### src/rtl/dbg_xfer_pkg.sv
package dbg_xfer_pkg;
    typedef enum logic [1:0] {
        OP_NONE  = 2'd0,
        OP_WRITE = 2'd1,
        OP_READ  = 2'd2,
        OP_ISEL  = 2'd3
    } xfer_op_e;

    typedef enum logic [1:0] {
        SQ_IDLE  = 2'd0,
        SQ_ARMED = 2'd1,
        SQ_SHIFT = 2'd2
    } scan_seq_e;

    typedef enum logic [1:0] {
        IS_EMPTY  = 2'd0,
        IS_LOADED = 2'd1,
        IS_BUSY   = 2'd2
    } issue_st_e;
endpackage

### src/rtl/dbg_xfer_decode.sv
module dbg_xfer_decode
    import dbg_xfer_pkg::*;
#(
    parameter int CHAIN_W = 5,
    parameter int ITR_ID  = 4,
    parameter int DTR_ID  = 5
) (
    input  logic [CHAIN_W-1:0] chain_sel,
    input  logic [1:0]         ir_op,
    output logic               sel_itr,
    output logic               sel_dtr,
    output logic               dtr_rd
);
    xfer_op_e op;
    logic     rw_op;

    always_comb begin
        op      = xfer_op_e'(ir_op);
        rw_op   = (op == OP_WRITE) || (op == OP_READ);
        sel_itr = (op == OP_ISEL) ||
                  (rw_op && (chain_sel == CHAIN_W'(ITR_ID)));
        sel_dtr = rw_op && (chain_sel == CHAIN_W'(DTR_ID));
        dtr_rd  = (op == OP_READ);
    end
endmodule

### src/rtl/dbg_scan_seq.sv
module dbg_scan_seq
    import dbg_xfer_pkg::*;
(
    input  logic clk,
    input  logic rst_n,
    input  logic sel,
    input  logic capture,
    input  logic shift,
    input  logic update,
    output logic upd_ok
);
    scan_seq_e st, nxt;

    always_comb begin
        nxt = st;
        unique case (st)
            SQ_IDLE: begin
                if (sel && capture) nxt = SQ_ARMED;
            end
            SQ_ARMED: begin
                if (!sel || update)  nxt = SQ_IDLE;
                else if (capture)    nxt = SQ_ARMED;
                else if (shift)      nxt = SQ_SHIFT;
            end
            SQ_SHIFT: begin
                if (!sel || update)  nxt = SQ_IDLE;
                else if (capture)    nxt = SQ_ARMED;
            end
            default: nxt = SQ_IDLE;
        endcase
    end

    always_ff @(posedge clk or negedge rst_n) begin
        if (!rst_n) st <= SQ_IDLE;
        else        st <= nxt;
    end

    always_comb begin
        upd_ok = sel && update && (st != SQ_IDLE);
    end

    p_upd_after_cap_r3: assert property (@(posedge clk) disable iff (!rst_n)
        upd_ok |-> $past(sel));
endmodule

### src/rtl/dbg_itr_chain.sv
module dbg_itr_chain
    import dbg_xfer_pkg::*;
#(
    parameter int DW = 32
) (
    input  logic          clk,
    input  logic          rst_n,
    input  logic          sel,
    input  logic          issue_arm,
    input  logic          capture,
    input  logic          shift,
    input  logic          update,
    input  logic          tdi,
    input  logic          in_idle,
    input  logic          exec_en,
    input  logic          core_done,
    output logic          so,
    output logic [DW-1:0] instr_word,
    output logic          instr_issue,
    output logic          itr_ready
);
    localparam int LEN = DW + 1;

    logic [LEN-1:0] sr;
    logic           cap_rdy;
    logic           upd_ok;
    logic           idle_q;
    logic           idle_entry;
    logic           fire;
    logic           load;
    issue_st_e      st, nxt;

    dbg_scan_seq u_seq (
        .clk     (clk),
        .rst_n   (rst_n),
        .sel     (sel),
        .capture (capture),
        .shift   (shift),
        .update  (update),
        .upd_ok  (upd_ok)
    );

    always_ff @(posedge clk or negedge rst_n) begin
        if (!rst_n) begin
            sr      <= '0;
            cap_rdy <= 1'b0;
        end else if (sel && capture) begin
            sr      <= {itr_ready, {DW{1'b0}}};
            cap_rdy <= itr_ready;
        end else if (sel && shift) begin
            sr      <= {tdi, sr[LEN-1:1]};
        end
    end

    always_comb begin
        idle_entry = in_idle && !idle_q;
        load       = upd_ok && cap_rdy;
        fire       = idle_entry && issue_arm && exec_en && (st == IS_LOADED);
    end

    always_comb begin
        nxt = st;
        unique case (st)
            IS_EMPTY:  if (load)      nxt = IS_LOADED;
            IS_LOADED: if (fire)      nxt = IS_BUSY;
            IS_BUSY:   if (core_done) nxt = IS_LOADED;
            default:                  nxt = IS_EMPTY;
        endcase
    end

    always_ff @(posedge clk or negedge rst_n) begin
        if (!rst_n) st <= IS_EMPTY;
        else        st <= nxt;
    end

    always_ff @(posedge clk or negedge rst_n) begin
        if (!rst_n) begin
            idle_q      <= 1'b0;
            instr_issue <= 1'b0;
            instr_word  <= '0;
        end else begin
            idle_q      <= in_idle;
            instr_issue <= fire;
            if (load) instr_word <= sr[DW-1:0];
        end
    end

    always_comb begin
        itr_ready = (st != IS_BUSY);
        so        = sr[0];
    end

    p_issue_pulse_r4: assert property (@(posedge clk) disable iff (!rst_n)
        instr_issue |=> !instr_issue);
    p_issue_en_r4: assert property (@(posedge clk) disable iff (!rst_n)
        instr_issue |-> ($past(exec_en) && $past(in_idle)));
    p_ready_rise_r5: assert property (@(posedge clk) disable iff (!rst_n)
        $rose(itr_ready) |-> $past(core_done));
    p_busy_hold_r5: assert property (@(posedge clk) disable iff (!rst_n)
        (st == IS_BUSY && $past(st == IS_BUSY)) |-> $stable(instr_word));
endmodule

### src/rtl/dbg_dtr_chain.sv
module dbg_dtr_chain
    import dbg_xfer_pkg::*;
#(
    parameter int DW = 32
) (
    input  logic          clk,
    input  logic          rst_n,
    input  logic          sel,
    input  logic          rd_mode,
    input  logic          capture,
    input  logic          shift,
    input  logic          update,
    input  logic          tdi,
    input  logic          itr_ready,
    input  logic          h2c_take,
    input  logic          c2h_wr,
    input  logic [DW-1:0] c2h_data,
    output logic          so,
    output logic [DW-1:0] h2c_word,
    output logic          h2c_full,
    output logic          c2h_valid
);
    localparam int LEN = DW + 2;

    logic [LEN-1:0] sr;
    logic [DW-1:0]  c2h_q;
    logic           cap_rdy;
    logic           upd_ok;
    logic           cap;

    dbg_scan_seq u_seq (
        .clk     (clk),
        .rst_n   (rst_n),
        .sel     (sel),
        .capture (capture),
        .shift   (shift),
        .update  (update),
        .upd_ok  (upd_ok)
    );

    always_comb cap = sel && capture;

    always_ff @(posedge clk or negedge rst_n) begin
        if (!rst_n) begin
            sr      <= '0;
            cap_rdy <= 1'b0;
        end else if (cap) begin
            if (rd_mode) begin
                sr      <= {itr_ready, c2h_valid, c2h_q};
                cap_rdy <= c2h_valid;
            end else begin
                sr      <= {itr_ready, !h2c_full, {DW{1'b0}}};
                cap_rdy <= !h2c_full;
            end
        end else if (sel && shift) begin
            sr <= {tdi, sr[LEN-1:1]};
        end
    end

    always_ff @(posedge clk or negedge rst_n) begin
        if (!rst_n) begin
            h2c_word <= '0;
            h2c_full <= 1'b0;
        end else if (upd_ok && !rd_mode && cap_rdy) begin
            h2c_word <= sr[DW-1:0];
            h2c_full <= 1'b1;
        end else if (h2c_take) begin
            h2c_full <= 1'b0;
        end
    end

    always_ff @(posedge clk or negedge rst_n) begin
        if (!rst_n) begin
            c2h_q     <= '0;
            c2h_valid <= 1'b0;
        end else if (cap && rd_mode && c2h_valid) begin
            c2h_valid <= 1'b0;
        end else if (c2h_wr && !c2h_valid) begin
            c2h_q     <= c2h_data;
            c2h_valid <= 1'b1;
        end
    end

    always_comb so = sr[0];

    p_full_rise_r6: assert property (@(posedge clk) disable iff (!rst_n)
        $rose(h2c_full) |-> $past(update && sel && !rd_mode));
    p_c2h_hold_r7: assert property (@(posedge clk) disable iff (!rst_n)
        (c2h_valid && $past(c2h_valid)) |-> $stable(c2h_q));
endmodule

### src/rtl/dbg_xfer_chains.sv
module dbg_xfer_chains
    import dbg_xfer_pkg::*;
#(
    parameter int DW      = 32,
    parameter int CHAIN_W = 5,
    parameter int ITR_ID  = 4,
    parameter int DTR_ID  = 5
) (
    input  logic               clk,
    input  logic               rst_n,
    input  logic [CHAIN_W-1:0] chain_sel,
    input  logic [1:0]         ir_op,
    input  logic               capture_dr,
    input  logic               shift_dr,
    input  logic               update_dr,
    input  logic               in_idle,
    input  logic               tdi,
    output logic               tdo,
    input  logic               exec_en,
    input  logic               core_done,
    input  logic               h2c_take,
    input  logic               c2h_wr,
    input  logic [DW-1:0]      c2h_data,
    output logic [DW-1:0]      instr_word,
    output logic               instr_issue,
    output logic [DW-1:0]      h2c_word,
    output logic               h2c_full,
    output logic               c2h_valid
);
    logic sel_itr, sel_dtr, dtr_rd;
    logic so_itr, so_dtr;
    logic itr_ready;

    dbg_xfer_decode #(
        .CHAIN_W (CHAIN_W),
        .ITR_ID  (ITR_ID),
        .DTR_ID  (DTR_ID)
    ) u_dec (
        .chain_sel (chain_sel),
        .ir_op     (ir_op),
        .sel_itr   (sel_itr),
        .sel_dtr   (sel_dtr),
        .dtr_rd    (dtr_rd)
    );

    dbg_itr_chain #(.DW(DW)) u_itr (
        .clk         (clk),
        .rst_n       (rst_n),
        .sel         (sel_itr),
        .issue_arm   (sel_itr || sel_dtr),
        .capture     (capture_dr),
        .shift       (shift_dr),
        .update      (update_dr),
        .tdi         (tdi),
        .in_idle     (in_idle),
        .exec_en     (exec_en),
        .core_done   (core_done),
        .so          (so_itr),
        .instr_word  (instr_word),
        .instr_issue (instr_issue),
        .itr_ready   (itr_ready)
    );

    dbg_dtr_chain #(.DW(DW)) u_dtr (
        .clk       (clk),
        .rst_n     (rst_n),
        .sel       (sel_dtr),
        .rd_mode   (dtr_rd),
        .capture   (capture_dr),
        .shift     (shift_dr),
        .update    (update_dr),
        .tdi       (tdi),
        .itr_ready (itr_ready),
        .h2c_take  (h2c_take),
        .c2h_wr    (c2h_wr),
        .c2h_data  (c2h_data),
        .so        (so_dtr),
        .h2c_word  (h2c_word),
        .h2c_full  (h2c_full),
        .c2h_valid (c2h_valid)
    );

    always_comb begin
        if (sel_itr)      tdo = so_itr;
        else if (sel_dtr) tdo = so_dtr;
        else              tdo = 1'b0;
    end

    p_tdo_quiet_r9: assert property (@(posedge clk) disable iff (!rst_n)
        (chain_sel != CHAIN_W'(ITR_ID) && chain_sel != CHAIN_W'(DTR_ID) && ir_op != 2'd3)
        |-> !tdo);
endmodule

### config.mk
export PLATFORM = sky130hd
export DESIGN_NAME = dbg_xfer_chains
export DESIGN_NICKNAME = d
export VERILOG_FILES = /design/src/rtl/dbg_xfer_pkg.sv /design/src/rtl/dbg_xfer_decode.sv /design/src/rtl/dbg_scan_seq.sv /design/src/rtl/dbg_itr_chain.sv /design/src/rtl/dbg_dtr_chain.sv /design/src/rtl/dbg_xfer_chains.sv
export SDC_FILE = /design/constraint.sdc
export NUM_CORES = 1
export LEC_CHECK = 0
export BUFFER_PORTS_ARGS = -buffer_cell sky130_fd_sc_hd__buf_4
export CORE_ASPECT_RATIO = 1.4
export CORE_UTILIZATION = 30
export CTS_BUF_LIST = sky130_fd_sc_hd__clkbuf_8
export DETAILED_ROUTE_END_ITERATION = 10
export GPL_TIMING_DRIVEN = 1
export PLACE_DENSITY = 0.48
export SYNTH_ARGS = -nofsm -noshare
export SYNTH_HDL_FRONTEND = slang
export SYNTH_SLANG_ARGS = --single-unit
### constraint.sdc
create_clock -name clk -period 3.7 [get_ports clk]
set_input_delay 0.555 -clock clk [delete_from_list [all_inputs] [get_ports clk]]
set_output_delay 0.555 -clock clk [all_outputs]
set_load 0.005 [all_outputs]
==> run_results.csv <==
group,metric,value,unit
run_status,run_status,"completed",
setup_path,timing.reg2reg.setup_slack,1.81,ns
worst_hold_path,holdCritPathClass,"primary input to async pin",
cts,clk_latency,0.46,ns
sta,total_of_endpoints_with_negative_setup_slack_in_the_final_report,0,
cts,clock_tree.buffer_depth,2,
placed_design,gp_congestion,0.691,
final_layout,filler_cell_count,2387,
cts,post_cts_buffers,0,
route,dr_total_vias,4859,
route,postRouteWirelength,16.6,mm
power_and_ir_drop,pwr_density_cell,496,mW/mm^2
synth,synthesis.instances,597,
cts,cts_inserted_buffers,17,
global_routing,maximum_number_of_pins_on_one_net_before_global_route_repair,90,
cts,cts_hold_bufs,0,
placed_design,dpl_cell_area,0.00860,sq mm
global_routing,antenna_violations_before_repair,0,
route,routed_wire_length_per_instance,16.2,microns
sta,finalSetupTns,0,ns
cts,cts_repair_resize_count,0,
floorplanning,core-area,0.0241,sq mm
global_routing,grt.total_usage,13.9,%
global_routing,gr_ovfl_total,0,
sta,max_freq,0.353,GHz
power_and_ir_drop,switching_share,26.8,%
floorplanning,start_util,30.8,%
setup_path,worstReg2RegEnd,"u_dtr.c2h_q[9]$_DFFE_PN0P_",
sta,report.final.hold_viol_count,0,
synth,synthesized_area_per_cell,12.5,sq um
synth,synthesis.nets,649,
sta,worst_slew_margin_rel,28.3,%
sta,period_minus_slack,2.83,ns
global_routing,vias_in_the_first_global_route,5242,
route,dr.first_iter.drc_count,176,
sta,worstMarginPinSlew,1.07,ns
sta,grt_setup_unrepaired,"false",
placed_design,pre_cts_slack,0.685,ns
route,drtPass1Iterations,4,
run,cap_violations,0,
sta,setup_slack,0.869,ns
final_layout,final_area,0.00903,sq mm
power_and_ir_drop,p_int,3.28,mW
sta,holdWs,0.152,ns
synth,mappedNetlistArea,0.00744,sq mm
power_and_ir_drop,power.sequential.fraction,54.1,%
route,drc,0,
sta,clock-skew-final,0.0175,ns
final_layout,antenna_cells,0,
setup_path,beginning_of_the_worst_register_to_register_path,"u_dtr.c2h_valid$_DFFE_PN0P_",
global_routing,first_pass_grt_wire_length,27.6,mm
setup_path,worstRegToRegCells,2,
sta,timing.final.crit_share,76.5,%
power_and_ir_drop,standby_leakage_power,4.30,nW
final_layout,post-route-util,37.4,%
cts,clock-root-buffer,"clkbuf_8",
route,route.antenna.remaining_nets,0,
floorplanning,dieArea,0.0254,sq mm
floorplanning,horizontal_die_dimension,135,microns
setup_path,worst-endpoint-arrival,2.28,ns
setup_path,required,3.14,ns
floorplanning,io_pins,118,
final_layout,areaGrowthSynthToFinish,21.3,%
synth,seq_area_frac_synth,58.9,%
synth,synth.lib_cells_used.distinct,41,
synth,synth_enable_flop_cells,0,
power_and_ir_drop,share_comb_of_total_power,13.6,%
synth,postSynth.asyncResetShare,100,%
synth,synth.ff_latch_count,175,
cts,clk_transition_reported_paths,0.09,ns
setup_path,critical_path.startpoint_type,"primary input",
cts,numClockSinks,175,
setup_path,worstPathMaxFanout,20,
power_and_ir_drop,max-vdd-ir-drop,0.221,mV
cts,cts-htree-levels,4,
placed_design,hpwl_dp,10.7,mm
synth,dominantRegCellSynth,"dfrtp_1",
setup_path,timing.setup.critical_path_class,"primary input to output pin",
sta,report.final.slew_viol_count,0,
power_and_ir_drop,power.switching,1.20,mW
placed_design,port_buffers,117,
final_layout,finish.net_count,752,
setup_path,timing.critical_path.to_type,"output pin",
final_layout,layout-drive-gt1-share,37.9,%
cts,cts_tree,"done",
floorplanning,std_cell_rows,67,
route,avgViaCountPerCell,4.75,
power_and_ir_drop,clockPowerShare,32.3,%
floorplanning,chipHeight,188,microns
synth,ys_warn_count,0,
-- cell type report --
type                    instances  area, sq um  area share (%)
inverters                      20         75.1           0.831
clock inverters                14          181            2.01
flip-flops and latches        175         4380            48.5
multi-input cells             360         2800            31.0
clock buffers                  18          248            2.74
well taps                     310          388            4.30
repair buffers                126          962            10.7
-- synthesized netlist by cell type (2+ instances only) --
cell	instances	area (sq um)
nor2_1	40	150
nand3_1	5	25.0
o41ai_1	16	140
nor4_1	2	12.5
clkbuf_1	25	93.8
buf_12	3	60.1
mux2_4	29	435
nor3_2	2	20.0
dfrtp_1	175	4380
buf_2	13	65.1
a21oi_1	72	360
nand2b_1	3	18.8
inv_1	20	75.1
mux2_2	68	766
o221a_2	2	22.5
a31oi_1	2	12.5
nand4b_1	15	131
ha_1	2	25.0
nor2b_1	39	244
o21ai_0	35	175
nand2_1	9	33.8
-- worst max-delay path by stage --
| stage | startpoint | to | slack (ns) | depth (start not counted) |
|---|---|---|---|---|
| floorplan | ir_op[0] | u_dtr.h2c_word[10]$_DFFE_PN0P_ | 1.12 | 8 |
| global placement | ir_op[0] | u_dtr.h2c_word[10]$_DFFE_PN0P_ | 0.70 | 7 |
| detailed placement | ir_op[0] | u_dtr.h2c_word[11]$_DFFE_PN0P_ | 0.68 | 7 |
| CTS | ir_op[0] | tdo | 0.85 | 8 |
| global route | ir_op[0] | tdo | 0.69 | 8 |
| finish | ir_op[0] | tdo | 0.87 | 8 |
-- power by group through the flow --
stage                     Combinational (mW)  Clock (mW)  Sequential [mW]
after floorplan                        0.425           0             2.40
after global placement                 0.605           0             2.45
after detailed placement               0.625           0             2.47
after CTS                              0.628        1.50             2.43
after global routing                   0.696        1.59             2.48
final                                  0.611        1.45             2.42
-- logic make-up after synthesis --
group                    after synthesis  synth area share [%]
AND/OR/NAND/NOR                      125                  9.95
adder cells (fa/ha/maj)                2                 0.336
buffers and inverters                 62                  4.10
AO/OA/AOI/OAI                        135                  10.5
multiplexers                          98                  16.3
flip-flops                           175                  58.9
-- stage by stage --
| step | std cells | power [mW] |
|---|---|---|
| 2_1_floorplan | 597 | 2.82 |
| 3_3_place_gp | 991 | 3.06 |
| 3_5_place_dp | 991 | 3.09 |
| 4_1_cts | 1023 | 4.56 |
| 5_1_grt | 1023 | 4.76 |
| 6_report | 1023 | 4.48 |
-- layer usage --
metal / GRT usage (%) / vias up / part of all wire, %
met5: 0 / - / 0
met4: 4.19 / 0 / 1.2
met3: 3.50 / 15 / 4.7
met2: 24.3 / 98 / 51
met1: 16.6 / 2439 / 43
li1: - / 2307 / -
-- worst max-delay path: stages --
cell     delay (ns)
buf_4          0.08
inv_1          0.03
ha_1           0.32
nor4b_4        0.48
a21o_2         0.48
nand2_1        0.10
nand2_1        0.10
buf_4          0.11
-- layout by cell type (no fill, tap or decap), types with 2 or more instances in the layout --
cell type  instances
dfrtp_1          175
inv_8              2
bufinv_16          3
nand3_1            5
mux2_2            68
clkbuf_8          18
nor2_1            39
nand2b_1           3
o41ai_1           16
o21ai_0           35
nand4b_1          15
nor2b_1           38
o221a_2            2
mux2_4            29
a21oi_1           71
clkinv_4           2
inv_6              4
a31oi_1            2
nor4_1             2
inv_1             21
nor3_4             2
nand2_1            9
ha_1               2
buf_4            124
-- flip-flops by register name, summed over array words and instances (netlist names), 2 cells and up --
register          flops
u_dtr.sr             34
u_itr.sr             33
u_dtr.c2h_q          32
u_dtr.h2c_word       32
u_itr.instr_word     32
u_dtr.u_seq.st        2
u_itr.st              2
u_itr.u_seq.st        2
No activity file was read; power rests on OpenSTA's default activity.
